[config.mk]
export PLATFORM = sky130hd
export DESIGN_NAME = pn_burst_spreader
export DESIGN_NICKNAME = d
export VERILOG_FILES = /design/src/rtl/pn_spread_pkg.sv /design/src/rtl/pn_code_mux.sv /design/src/rtl/pn_req_gen.sv /design/src/rtl/pn_sym_ctr.sv /design/src/rtl/pn_burst_spreader.sv
export SDC_FILE = /design/constraint.sdc
export NUM_CORES = 1
export LEC_CHECK = 0
export CORE_ASPECT_RATIO = 1.2
export CORE_MARGIN = 10
export CORE_UTILIZATION = 43
export CTS_BUF_LIST = sky130_fd_sc_hd__clkbuf_4 sky130_fd_sc_hd__clkbuf_8 sky130_fd_sc_hd__clkbuf_16
export DETAILED_ROUTE_END_ITERATION = 8
export PLACE_DENSITY = 0.8
export SLEW_MARGIN = 20
export SYNTH_ARGS = -nofsm -noshare
export SYNTH_HDL_FRONTEND = slang
export SYNTH_SLANG_ARGS = --single-unit
[constraint.sdc]
create_clock -name clk_i -period 7.19 [get_ports clk_i]
set_clock_uncertainty 0.15 [all_clocks]
set_input_delay 1.7975 -clock clk_i [delete_from_list [all_inputs] [get_ports clk_i]]
set_output_delay 1.7975 -clock clk_i [all_outputs]
set_load 0.05 [all_outputs]
[src/rtl/pn_spread_pkg.sv]
package pn_spread_pkg;
  typedef enum logic [1:0] {
    ST_IDLE = 2'd0,
    ST_PRE  = 2'd1,
    ST_DATA = 2'd2
  } tx_st_e;
endpackage

[src/rtl/pn_code_mux.sv]
module pn_code_mux #(
  parameter int CODE_W = 64,
  parameter int LEN_W  = $clog2(CODE_W)
) (
  input  logic              sel_pre_i,
  input  logic [CODE_W-1:0] pre_code_i,
  input  logic [CODE_W-1:0] dat_code_i,
  input  logic [LEN_W-1:0]  pre_len_i,
  input  logic [LEN_W-1:0]  dat_len_i,
  input  logic [LEN_W-1:0]  idx_i,
  output logic              code_bit_o,
  output logic [LEN_W-1:0]  cur_len_o
);
  assign code_bit_o = sel_pre_i ? pre_code_i[idx_i] : dat_code_i[idx_i];
  assign cur_len_o  = sel_pre_i ? pre_len_i : dat_len_i;
endmodule

[src/rtl/pn_req_gen.sv]
module pn_req_gen #(
  parameter int LEN_W = 6
) (
  input  logic [LEN_W-1:0] cur_len_i,
  input  logic [LEN_W-1:0] idx_i,
  output logic             at_mid_o,
  output logic             at_end_o
);
  logic [LEN_W:0] n_chips, mid_idx;

  // midpoint: the chip after which floor(N/2) chips have gone out
  assign n_chips  = {1'b0, cur_len_i} + 1'b1;
  assign mid_idx  = n_chips - (n_chips >> 1);
  assign at_mid_o = ({1'b0, idx_i} == mid_idx);
  assign at_end_o = (idx_i == '0);
endmodule

[src/rtl/pn_sym_ctr.sv]
module pn_sym_ctr #(
  parameter int CNT_W = 16
) (
  input  logic             clk_i,
  input  logic             rst_ni,
  input  logic             clr_i,
  input  logic             inc_i,
  input  logic             in_data_i,
  input  logic [CNT_W-1:0] burst_len_i,
  output logic [CNT_W-1:0] cnt_o,
  output logic             last_o
);
  logic [CNT_W-1:0] cnt_q;

  always_ff @(posedge clk_i or negedge rst_ni) begin
    if (!rst_ni)    cnt_q <= '0;
    else if (clr_i) cnt_q <= '0;
    else if (inc_i) cnt_q <= cnt_q + 1'b1;
  end

  assign cnt_o  = cnt_q;
  assign last_o = in_data_i && (burst_len_i != '0) && (cnt_q == burst_len_i);
endmodule

[src/rtl/pn_burst_spreader.sv]
module pn_burst_spreader
  import pn_spread_pkg::*;
#(
  parameter int CODE_W = 64,
  parameter int CNT_W  = 16,
  localparam int LEN_W = $clog2(CODE_W)
) (
  input  logic              clk_i,
  input  logic              rst_ni,
  input  logic              chip_en_i,
  input  logic              tx_en_i,
  input  logic              bpsk_i,
  input  logic              invert_i,
  input  logic [CODE_W-1:0] pre_code_i,
  input  logic [LEN_W-1:0]  pre_len_i,
  input  logic [CODE_W-1:0] dat_code_i,
  input  logic [LEN_W-1:0]  dat_len_i,
  input  logic [CNT_W-1:0]  burst_len_i,
  input  logic              data_i,
  output logic              req_o,
  output logic              chip_i_o,
  output logic              chip_q_o,
  output logic              active_o,
  output logic              preamble_o
);
  tx_st_e           st_q;
  logic [LEN_W-1:0] idx_q, cur_len;
  logic             sym_i_q, sym_q_q, nxt_i_q;
  logic             code_bit, at_mid, at_end, last_sym;
  logic             in_burst, in_pre, in_data, req, sym_end, start;
  logic [CNT_W-1:0] sym_cnt;

  assign in_burst = (st_q != ST_IDLE);
  assign in_pre   = (st_q == ST_PRE);
  assign in_data  = (st_q == ST_DATA);

  pn_code_mux #(.CODE_W(CODE_W), .LEN_W(LEN_W)) u_mux (
    .sel_pre_i (in_pre),
    .pre_code_i(pre_code_i),
    .dat_code_i(dat_code_i),
    .pre_len_i (pre_len_i),
    .dat_len_i (dat_len_i),
    .idx_i     (idx_q),
    .code_bit_o(code_bit),
    .cur_len_o (cur_len)
  );

  pn_req_gen #(.LEN_W(LEN_W)) u_req (
    .cur_len_i(cur_len),
    .idx_i    (idx_q),
    .at_mid_o (at_mid),
    .at_end_o (at_end)
  );

  assign start   = !in_burst && chip_en_i && tx_en_i;
  assign sym_end = in_burst && chip_en_i && at_end;

  pn_sym_ctr #(.CNT_W(CNT_W)) u_ctr (
    .clk_i      (clk_i),
    .rst_ni     (rst_ni),
    .clr_i      (start),
    .inc_i      (sym_end && in_data),
    .in_data_i  (in_data),
    .burst_len_i(burst_len_i),
    .cnt_o      (sym_cnt),
    .last_o     (last_sym)
  );

  assign req = in_burst && tx_en_i && !last_sym && (at_end || (!bpsk_i && at_mid));

  always_ff @(posedge clk_i or negedge rst_ni) begin
    if (!rst_ni) begin
      st_q    <= ST_IDLE;
      idx_q   <= '0;
      sym_i_q <= 1'b0;
      sym_q_q <= 1'b0;
      nxt_i_q <= 1'b0;
    end else if (chip_en_i) begin
      // capture requested bits; they apply from the next symbol
      if (req) begin
        if (bpsk_i) begin
          sym_i_q <= data_i;
          sym_q_q <= data_i;
        end else if (at_end) begin
          sym_i_q <= nxt_i_q;
          sym_q_q <= data_i;
        end else begin
          nxt_i_q <= data_i;
        end
      end
      unique case (st_q)
        ST_IDLE: if (tx_en_i) begin
          st_q    <= ST_PRE;
          idx_q   <= pre_len_i;
          sym_i_q <= 1'b0;
          sym_q_q <= 1'b0;
        end
        ST_PRE: begin
          if (!at_end)      idx_q <= idx_q - 1'b1;
          else if (tx_en_i) begin
            st_q  <= ST_DATA;
            idx_q <= dat_len_i;
          end else          st_q  <= ST_IDLE;
        end
        ST_DATA: begin
          if (!at_end)                    idx_q <= idx_q - 1'b1;
          else if (last_sym || !tx_en_i)  st_q  <= ST_IDLE;
          else                            idx_q <= dat_len_i;
        end
        default: st_q <= ST_IDLE;
      endcase
    end
  end

  assign req_o      = req;
  assign active_o   = in_burst;
  assign preamble_o = in_pre;
  assign chip_i_o   = in_burst && (sym_i_q ^ invert_i ^ code_bit);
  assign chip_q_o   = in_burst && (sym_q_q ^ invert_i ^ code_bit);
endmodule

==> metrics.csv <==
metric,value,unit
via_count,3841,
die_area,12500,um^2
fillers,650,
p_total,1.75,mW
row_count,36,
coreArea,8150,um^2
gp_congestion,0.908,
setup_viol,0,
crit_path_end_kind,output pin,
worstPathArrival,5100,ps
cts_sinks,27,
port_buffers,167,
post-route-util,0.707,
status,"finished, final reports clean",
clk_path_buf_depth,2,
drt-total-wl,13900,um
path_clk_slew,100,ps
yosys_register_bits,27,
die_h,121,um
dp_slack,-165,ps
drt-wirelength-per-cell,20.5,um
drive_above_1_share,0.182,
cp_slowest_cell,clkdlybuf4s50_1,
cts_tree,yes,
crit_chain,clkdlybuf4s50_1 -> mux2i_4 -> buf_4 -> xor2_4 -> fa_2 -> xor2_1 -> xnor2_1 -> xnor2_1 -> xnor2_1 -> or4_4 -> nor4b_4 -> a31oi_4 -> nor3_4 -> buf_12,
synth_area,3620,um^2
place_inst,656,
synth-seq-area-share,0.186,
pwr_density_cell,303,nW/um^2
synth_cells,381,
numCtsBuffers,3,
critical_path_class,in2out,
worstPathMaxFanout,2,
grt_max_degree,37,
finalHoldViolCount,0,
final_common_cell,clkdlybuf4s50_1,
clock.fmax,142,MHz
h-tree-depth,1,
ant_nets,0,
slew_violations,0,
ys_types,51,
slew_headroom,0.447,
clkLatencyLatePin,290,ps
synth_top_cell_area_share,0.261,
setup_tns,0,ps
clock-root-buffer,clkbuf_8,
min_period,7050,ps
drcViolationCount,0,
syn2layout_area_growth,59.0,%
syn_nets,557,
post-route-period-util,0.980,
p_leak,2.27,nW
grt.total_usage,0.214,
yosysWarningCount,0,
initial_core_util,0.445,
avgSynthCellArea,9.51,um^2
synth.area.top_cells,"mux4_2 26%, dfrtp_1 19%, xor2_1 6.8%",
final_cell_mix,"159 x clkdlybuf4s50_1, 42 x mux4_2, 35 x nand2_1, 31 x buf_4, 30 x nor2_1",
first_global_vias,4222,
synth-edff-count,0,
path_common_cell,xnor2_1,
seq_area,677,um^2
synth.largest_area_cell,mux4_2,
via_per_inst,5.68,
start_kind,primary input,
grt_pass1_wl,22100,um
worst_slew_pin_slew,830,ps
max_stage_delay,540,ps
io_pins,168,
setup_slack,143,ps
fin_nets,737,
overflow,0,
vdd_ir_drop_max,124,uV
hp-class,reg2reg,
instances_no_fill,676,
cts-hold-fix-buffers,0,
antenna_found_initial,3,
initialDrtViolationCount,200,
maxCapViolCount,0,
drtPass1Iterations,4,
hpwlAfterDp,11700,um
die_w,104,um
multi_input_area,2920,um^2
synth-main-ff-cell,dfrtp_1,
worstPathRequired,5240,ps
async_reset_ff_frac,1.00,
==> power breakdown <==
part	leakage, nW	internal, mW	switching, mW	total (mW)
combinational	1.89	0.727	0.671	1.40
sequential	0.352	0.177	0.0762	0.253
clock	0.0261	0.0409	0.0547	0.0956
==> routing by layer <==
metal	vias to the layer above	track usage	routed length (um)
met4	2	0.0514	328
li1	1792	-	-
met2	184	0.413	7360
met3	28	0.0728	1320
met5	-	0	12
met1	1835	0.214	4830
==> logic make-up after synthesis <==
kind of cell	synth area share
DFF	0.186
adders and majority gates	0.0469
muxes	0.311
xor gates and xnor gates	0.118
buffers and inverters	0.0418
AOI/OAI and AO/OA	0.112
and+or+nand+nor	0.183
==> cells in the mapped netlist (all sizes together), types with 4 or more instances <==
| cell type | number |
|---|---|
| o21ai | 18 |
| inv | 13 |
| and2 | 6 |
| ha | 12 |
| nand2 | 35 |
| dfrtp | 27 |
| xor2 | 28 |
| buf | 10 |
| nor4 | 11 |
| a21oi | 21 |
| clkbuf | 12 |
| nor2 | 30 |
| nor3 | 4 |
| mux2i | 11 |
| nand4 | 4 |
| xnor2 | 21 |
| nand3 | 15 |
| nor2b | 4 |
| mux2 | 6 |
| or3 | 5 |
| mux4 | 42 |
==> worst max-delay path: cells and delay by family <==
family	cells	cell delay (ps)
AOI/OAI and AO/OA	1	140
muxes	1	100
and+or+nand+nor	3	1040
buffers and inverters	3	870
xor gates and xnor gates	5	760
adders and majority gates	1	400
==> stage by stage <==
stage	area (um^2)	hold WS (ps)
after floorplan	3640	308
final	5760	353
after global placement	5470	322
after CTS	5690	364
after global routing	5760	376
after detailed placement	5490	341
==> timing repair <==
action	CTS	global route
setup buffers	13	1
gates resized for setup	13	9
gates cloned	0	0
pin swaps	6	8
setup endpoints to repair	1	2
==> sequential cells by signal, summed over array words and instances, names as in the netlist <==
name         count
u_ctr.cnt_o     16
sym_q_q          1
sym_i_q          1
idx_q            6
st_q             2
nxt_i_q          1
==> final timing paths <==
| kind | startpoint | to | slack (ps) | cells after the start |
|---|---|---|---|---|
| worst max-delay path | pre_len_i[2] | req_o | 140 | 14 |
| worst min-delay path | nxt_i_q$_DFFE_PN0P_ | nxt_i_q$_DFFE_PN0P_ | 350 | 1 |
| worst max register to register | st_q[1]$_DFFE_PN0P_ | nxt_i_q$_DFFE_PN0P_ | 1000 | 30 |
| worst min register to register | nxt_i_q$_DFFE_PN0P_ | nxt_i_q$_DFFE_PN0P_ | 350 | 1 |
| max in group asynchronous | rst_ni | idx_q[0]$_DFFE_PN0P_ | 4880 | 2 |
| min in group asynchronous | rst_ni | u_ctr.cnt_o[9]$_DFFE_PN0P_ | 1730 | 2 |
==> area by class of cell <==
cell class	instances	share of cell area
Antenna cell	2	0.000869
Sequential cell	27	0.117
Timing Repair Buffer	197	0.332
Multi-Input combinational cell	319	0.507
Inverter	13	0.00847
Clock buffer	3	0.00717
Clock inverter	1	0.00152
Tap cell	114	0.0248
Note: power is estimated with default switching activity, not from simulation.
